### config.mk
export PLATFORM = sky130hd
export DESIGN_NAME = ddr2_lat_sched
export DESIGN_NICKNAME = d
export VERILOG_FILES = /design/src/rtl/ddr2_sched_pkg.sv /design/src/rtl/ddr2_lat_cfg.sv /design/src/rtl/ddr2_burst_lane.sv /design/src/rtl/ddr2_lat_sched.sv
export SDC_FILE = /design/constraint.sdc
export NUM_CORES = 1
export LEC_CHECK = 0
export CAP_MARGIN = 0
export CORE_MARGIN = 8
export CORE_UTILIZATION = 35
export CTS_BUF_LIST = sky130_fd_sc_hd__clkbuf_4 sky130_fd_sc_hd__clkbuf_8
export CTS_CLUSTER_DIAMETER = 50
export DETAILED_ROUTE_END_ITERATION = 6
export SYNTH_ARGS = -nofsm -noshare
export SYNTH_HDL_FRONTEND = slang
export SYNTH_SLANG_ARGS = --single-unit
### constraint.sdc
create_clock -name clk -period 5 [get_ports clk]
set_input_delay 1 -clock clk [delete_from_list [all_inputs] [get_ports clk]]
set_output_delay 1 -clock clk [all_outputs]
set_load 0.05 [all_outputs]
### src/rtl/ddr2_sched_pkg.sv
package ddr2_sched_pkg;
   localparam int unsigned DFLT_CL_MIN = 3;
   localparam int unsigned DFLT_CL_MAX = 7;
   localparam int unsigned DFLT_AL_MAX = 4;
   localparam int unsigned DFLT_BL_MAX = 8;

   typedef enum logic {
      LANE_RD = 1'b0,
      LANE_WR = 1'b1
   } lane_e;
endpackage

### src/rtl/ddr2_lat_cfg.sv
module ddr2_lat_cfg #(
   parameter int unsigned CL_MIN = 3,
   parameter int unsigned CL_MAX = 7,
   parameter int unsigned AL_MAX = 4,
   parameter int unsigned BC_MAX = 4,
   parameter int unsigned CLW    = 3,
   parameter int unsigned ALW    = 3,
   parameter int unsigned LW     = 4
) (
   input  logic           clk,
   input  logic           rst_n,
   input  logic           load,
   input  logic [CLW-1:0] cl_in,
   input  logic [ALW-1:0] al_in,
   input  logic           bl8_in,
   input  logic           idle,
   output logic [LW-1:0]  rl,
   output logic [LW-1:0]  wl,
   output logic [LW-1:0]  bc
);
   localparam int unsigned RL_MAX = CL_MAX + AL_MAX;

   logic [LW-1:0] rl_q, bc_q;
   logic          legal;
   logic [LW-1:0] rl_new, bc_new;

   always_comb begin
      legal  = (int'(cl_in) >= int'(CL_MIN)) && (int'(cl_in) <= int'(CL_MAX))
               && (int'(al_in) <= int'(AL_MAX));
      rl_new = LW'(cl_in) + LW'(al_in);
      bc_new = bl8_in ? LW'(BC_MAX) : LW'(BC_MAX / 2);
   end

   always_ff @(posedge clk) begin
      if (!rst_n) begin
         rl_q <= LW'(CL_MIN);
         bc_q <= LW'(BC_MAX / 2);
      end else if (load && idle && legal) begin
         rl_q <= rl_new;
         bc_q <= bc_new;
      end
   end

   assign rl = rl_q;
   assign wl = rl_q - LW'(1);
   assign bc = bc_q;

   // settings frozen while anything is pending
   a_r9_cfg_frozen: assert property (@(posedge clk) disable iff (!rst_n)
      !idle |=> ($stable(rl_q) && $stable(bc_q)));

   // read latency stays inside the legal range
   a_r1_rl_range: assert property (@(posedge clk) disable iff (!rst_n)
      (int'(rl_q) >= int'(CL_MIN)) && (int'(rl_q) <= int'(RL_MAX)));
endmodule

### src/rtl/ddr2_burst_lane.sv
module ddr2_burst_lane #(
   parameter int unsigned W   = 16,
   parameter int unsigned LW  = 4,
   parameter int unsigned BCW = 2
) (
   input  logic           clk,
   input  logic           rst_n,
   input  logic           push,
   input  logic [LW-1:0]  lat,
   input  logic [LW-1:0]  ncyc,
   input  logic           ap_in,
   input  logic           mk_in,
   output logic           win,
   output logic [BCW-1:0] jidx,
   output logic           mk_out,
   output logic           ap_out,
   output logic           busy,
   output logic [W-1:0]   ahead,
   output logic [W-1:0]   newmap
);
   logic [W-1:0]   occ_q, mk_q, ap_q;
   logic [W-1:0]   occ_n, mk_n, ap_n, mk_sh, ap_sh;
   logic [BCW-1:0] jv_q [W];
   logic [BCW-1:0] jv_n [W];

   always_comb begin
      ahead = occ_q >> 1;
      mk_sh = mk_q >> 1;
      ap_sh = ap_q >> 1;
      for (int i = 0; i < int'(W); i++) begin
         newmap[i] = push && (i >= int'(lat)) && (i < int'(lat) + int'(ncyc));
      end
      occ_n = ahead | newmap;
      for (int i = 0; i < int'(W); i++) begin
         mk_n[i] = newmap[i] ? mk_in : mk_sh[i];
         ap_n[i] = ap_sh[i] | (push && ap_in && (i == int'(lat) + int'(ncyc)));
      end
      for (int i = 0; i < int'(W) - 1; i++) begin
         jv_n[i] = newmap[i] ? BCW'(i - int'(lat)) : jv_q[i+1];
      end
      jv_n[W-1] = newmap[W-1] ? BCW'(int'(W) - 1 - int'(lat)) : '0;
   end

   always_ff @(posedge clk) begin
      if (!rst_n) begin
         occ_q <= '0;
         mk_q  <= '0;
         ap_q  <= '0;
         for (int i = 0; i < int'(W); i++) jv_q[i] <= '0;
      end else begin
         occ_q <= occ_n;
         mk_q  <= mk_n;
         ap_q  <= ap_n;
         for (int i = 0; i < int'(W); i++) jv_q[i] <= jv_n[i];
      end
   end

   assign win    = occ_q[0];
   assign jidx   = jv_q[0];
   assign mk_out = mk_q[0];
   assign ap_out = ap_q[0];
   assign busy   = (|occ_q) | (|ap_q);

   // a precharge notice only ever follows a window cycle
   a_r7_ap_follows_win: assert property (@(posedge clk) disable iff (!rst_n)
      ap_out |-> $past(win));

   // the first cycle of a window reports beat zero
   a_r5_start_beat_zero: assert property (@(posedge clk) disable iff (!rst_n)
      $rose(win) |-> (jidx == '0));
endmodule

### src/rtl/ddr2_lat_sched.sv
module ddr2_lat_sched
   import ddr2_sched_pkg::*;
#(
   parameter int unsigned CL_MIN = DFLT_CL_MIN,
   parameter int unsigned CL_MAX = DFLT_CL_MAX,
   parameter int unsigned AL_MAX = DFLT_AL_MAX,
   parameter int unsigned BL_MAX = DFLT_BL_MAX,
   localparam int unsigned CLW   = $clog2(CL_MAX + 1),
   localparam int unsigned ALW   = $clog2(AL_MAX + 1),
   localparam int unsigned BIW   = $clog2(BL_MAX)
) (
   input  logic           clk,
   input  logic           rst_n,
   input  logic           cfg_load,
   input  logic [CLW-1:0] cfg_cl,
   input  logic [ALW-1:0] cfg_al,
   input  logic           cfg_bl8,
   input  logic           cmd_valid,
   input  logic           cmd_write,
   input  logic           cmd_ap,
   input  logic           cmd_mask,
   output logic           rd_win,
   output logic [BIW-1:0] rd_beat,
   output logic           rd_ap_done,
   output logic           wr_win,
   output logic [BIW-1:0] wr_beat,
   output logic           wr_mask_en,
   output logic           wr_ap_done,
   output logic           sched_err
);
   localparam int unsigned RL_MAX = CL_MAX + AL_MAX;
   localparam int unsigned BC_MAX = BL_MAX / 2;
   localparam int unsigned W      = RL_MAX + BC_MAX + 1;
   localparam int unsigned LW     = $clog2(W);
   localparam int unsigned BCW    = BIW - 1;

   if (CL_MIN < 2) begin : g_bad_clmin
      $error("CL_MIN must leave a write latency of at least one cycle");
   end
   if (CL_MAX < CL_MIN) begin : g_bad_clmax
      $error("CL_MAX below CL_MIN");
   end
   if ((BL_MAX % 4) != 0) begin : g_bad_bl
      $error("BL_MAX must be a multiple of four");
   end

   logic [LW-1:0]  rl, wl, bc;
   logic           idle;
   logic           l_win  [2];
   logic [BCW-1:0] l_jidx [2];
   logic           l_mk   [2];
   logic           l_ap   [2];
   logic           l_busy [2];
   logic [W-1:0]   l_ahd  [2];
   logic [W-1:0]   l_new  [2];
   logic [W-1:0]   clash;
   logic           err_q;

   assign idle = !l_busy[LANE_RD] && !l_busy[LANE_WR] && !cmd_valid;

   ddr2_lat_cfg #(
      .CL_MIN(CL_MIN), .CL_MAX(CL_MAX), .AL_MAX(AL_MAX), .BC_MAX(BC_MAX),
      .CLW(CLW), .ALW(ALW), .LW(LW)
   ) u_cfg (
      .clk(clk), .rst_n(rst_n), .load(cfg_load), .cl_in(cfg_cl),
      .al_in(cfg_al), .bl8_in(cfg_bl8), .idle(idle),
      .rl(rl), .wl(wl), .bc(bc)
   );

   for (genvar g = 0; g < 2; g++) begin : g_lane
      localparam bit IS_WR = (g == 1);
      ddr2_burst_lane #(.W(W), .LW(LW), .BCW(BCW)) u_lane (
         .clk(clk), .rst_n(rst_n),
         .push(cmd_valid && (cmd_write == IS_WR)),
         .lat(IS_WR ? wl : rl),
         .ncyc(bc),
         .ap_in(cmd_ap),
         .mk_in(IS_WR ? cmd_mask : 1'b0),
         .win(l_win[g]), .jidx(l_jidx[g]), .mk_out(l_mk[g]),
         .ap_out(l_ap[g]), .busy(l_busy[g]),
         .ahead(l_ahd[g]), .newmap(l_new[g])
      );
   end

   assign clash = (l_new[LANE_RD] | l_new[LANE_WR]) & (l_ahd[LANE_RD] | l_ahd[LANE_WR]);

   always_ff @(posedge clk) begin
      if (!rst_n) err_q <= 1'b0;
      else        err_q <= |clash;
   end

   assign rd_win     = l_win[LANE_RD];
   assign rd_beat    = {l_jidx[LANE_RD], 1'b0};
   assign rd_ap_done = l_ap[LANE_RD];
   assign wr_win     = l_win[LANE_WR];
   assign wr_beat    = {l_jidx[LANE_WR], 1'b0};
   assign wr_mask_en = l_mk[LANE_WR];
   assign wr_ap_done = l_ap[LANE_WR];
   assign sched_err  = err_q;

   // an overlap pulse always follows an accepted command
   a_r8_err_after_cmd: assert property (@(posedge clk) disable iff (!rst_n)
      sched_err |-> $past(cmd_valid));
endmodule

==> results.cfg <==
[run]
max-cap-violations = 0

[sta]
rsz0062_at_grt = no
timing.final.hold_violations = 0
clock_skew_ns = 0.00864
layout_setup_ws_ns = 1.15
relSlewSlack_pct = 35.5
report.final.slew_viol_count = 0
min_period_over_period_pct = 77.0
tightest_slew_ns = 0.959
tns_ns = 0
finalSetupViolations = 0
hold_ws_ns = 0.440
fin_crit_ns = 3.85
fmax_ghz = 0.260

[detailed_routing]
viasPerCell = 5.33
drtAntennaViolNets = 0
drt_iter0_drc = 490
vias = 5553
wl_mm = 18.5
avgRoutedWirePerCell_um = 17.8
firstDrtPassIters = 5
drc_errors = 0

[worst_setup_path]
cp_max_fo = 8
critPathArrivalTime_ns = 4.17
worstPathRequired_ns = 5.32
crit_path_end_kind = register
worst-setup-path-type = reg -> reg
cp_num_buf_inv = 3
worst_setup_path_start_kind = register
worstReg2RegStart = u_cfg.rl[1]
crit_chain = inv_1 -> ha_1 -> xnor2_1 -> buf_4 -> inv_1 -> ha_1 -> or2_1 -> a21oi_1 -> a2111oi_0 -> a31oi_1 -> a22oi_1 -> a2111oi_2 -> a21oi_1
cp_slowest_cell = a31oi_1
critPathTopFamily = compound AO/OA/AOI/OAI gates
rrSetupSlack_ns = 1.15
timing.rr.end = sched_err
crit_cells = 13
r2r.worst_path.cells = 13
slowest_delay_ns = 0.59

[cts]
cts_inserted_buffers = 17
cts_buffer_depth = 2
clkTransAtPathRegs_ns = 0.09
cts_resized = 0
clock_sinks = 151
root_buffer = clkbuf_8
ctsHoldBuffers = 0
clk_latency_ns = 0.45
post_cts_buffers = 0
htreeDepth = 4
cts_tree = built

[pwr]
powerDensity_nw_per_um2 = 320
comb_power_share_pct = 10.5
pwr-share-clk_pct = 38.2
p_int_w = 0.00172
pwr-share-seq_pct = 51.3
cellLeakagePower_nw = 2.89
power_switching_share_pct = 28.2
netSwitchingPower_w = 0.000678
ir_worst_vdd_mv = 0.123

[min_path]
holdPathEnd = g_lane[0].u_lane.jv_q[0][14]
worstHoldPathCells = 2
min_from = g_lane[0].u_lane.jv_q[1][0]
hold_path_class = reg -> reg

[finish]
final_common_cell = nor2_1
layout.nets = 823
drive_gt1_share_pct = 9.05
final_cell_mix = 201 x nor2_1, 151 x dfxtp_1, 53 x a21oi_1, 52 x mux2i_1, 34 x nand2_1
diodes = 0
syn_to_final_growth_pct = 12.2

[synth]
synth_compound_area_share_pct = 14.3
synth_mux_area_share_pct = 7.79
synth_seq_area_share_pct = 45.2
synth-edff-count = 0
ys_types = 77
ys_ff_latch = 151
synth_fa_ha_area_share_pct = 3.03
syn-cell-area_um2 = 6690
synthFlopType = dfxtp_1
synth.avg_cell_area_um2 = 8.51
synth_top_family_by_area = simple AND/OR/NAND/NOR gates
synth_cells = 786
synth_simple_gate_area_share_pct = 23.8
ys.warnings.count = 0
synthXorXnorAreaFrac_pct = 0.767
async_reset_ff_share_pct = 0

[global_routing]
grt_max_degree = 134
antenna_found_initial = 0
grt-ovfl-total = 0
grt_pass1_wl_mm = 29.2
grt_pass1_vias = 5255
grt_usage_pct = 15.8

[die]
die_x_um = 154
core-area_um2 = 18700
die_area_um2 = 23800
die-height_um = 154
ioPinCount = 26
start_util_pct = 35.7
core.rowCount = 50

[placement]
dp_worst_setup_slack_ns = 1.22
place.gp.congestion = 0.927
dp_hpwl_mm = 12.9
io_buffers = 23

[outcome]
status = finished, final reports clean
synthesized netlist by cell type (3+ instances only):
cell	number	area share, %
a2111oi_0	3	0.39
a211oi_1	8	0.90
a21o_1	7	0.79
a21oi_1	53	4.0
a22oi_1	3	0.34
a31oi_1	10	0.94
and2_1	7	0.66
and3_1	4	0.37
buf_1	3	0.17
buf_2	10	0.75
buf_4	7	0.79
clkbuf_1	30	1.7
dfxtp_1	151	45
ha_1	13	2.4
inv_1	23	1.3
mux2i_1	52	7.8
nand2_1	34	1.9
nand2b_1	6	0.56
nand3_1	15	1.1
nand4_1	9	0.84
nand4b_1	4	0.52
nor2_1	201	11
nor2b_1	8	0.75
nor3_1	19	1.4
nor4_1	13	1.2
o21a_1	6	0.67
o21ai_0	16	1.2
o22ai_1	3	0.28
or2_2	8	0.75
worst min-delay path, cell delays in order (launching register included):
cell and delay, ns:
dfxtp_1 0.30, nand2_1 0.05, a21oi_1 0.05
power groups by stage:
stage / Sequential [W] / Clock [W] / Combinational, W
5_1_grt: 0.00123 / 0.000993 / 0.000273
6_report: 0.00123 / 0.000917 / 0.000251
3_3_place_gp: 0.00126 / 0 / 0.000248
2_1_floorplan: 0.00126 / 0 / 0.000167
3_5_place_dp: 0.00126 / 0 / 0.000248
4_1_cts: 0.00123 / 0.000937 / 0.000249
area by class of cell:
class / count / area [um2]
fill: 1879 / 11200
multi-input combinational: 559 / 3330
sequential: 151 / 3020
timing repair buffer: 39 / 363
tap: 234 / 293
clock buffer: 18 / 248
clock inverter: 14 / 144
inverter: 26 / 100
routing by layer:
| layer | routed length [um] | track usage [%] |
|---|---|---|
| met5 | 0 | 0 |
| met4 | 651 | 7.65 |
| met3 | 941 | 2.79 |
| met2 | 8330 | 24.6 |
| met1 | 8560 | 20.7 |
stage by stage:
step	std cells	util, %	area (um2)	total power [W]
global placement	1009	38.0	7110	0.00151
finish	1041	40.1	7500	0.00240
global route	1041	40.1	7500	0.00250
CTS	1041	40.1	7500	0.00242
floorplan	787	-	6690	0.00143
detailed placement	1009	38.0	7110	0.00151
worst max-delay path by stage:
stage	startpoint	endpoint	slack (ns)
floorplan	u_cfg.rl[0]	sched_err	1.01
global placement	u_cfg.rl[1]	sched_err	1.29
detailed placement	u_cfg.rl[1]	sched_err	1.22
CTS	u_cfg.rl[1]	sched_err	1.21
global route	u_cfg.rl[1]	sched_err	0.87
finish	u_cfg.rl[1]	sched_err	1.15
logic make-up after synthesis:
| family | Yosys count |
|---|---|
| adders and majority gates | 15 |
| AOI/OAI and AO/OA | 140 |
| xor gates and xnor gates | 5 |
| other | 1 |
| and+or+nand+nor | 345 |
| buffers and inverters | 77 |
| muxes | 52 |
| DFF | 151 |
flip-flops by register name (all words and copies together) (netlist names):
name / count
sched_err: 1
u_cfg.bc: 2
g_lane.u_lane.ap_q: 32
g_lane.u_lane.occ_q: 32
g_lane.u_lane.mk_q: 16
g_lane.u_lane.jv_q: 64
u_cfg.rl: 4
Note: power is estimated with default switching activity, not from simulation.
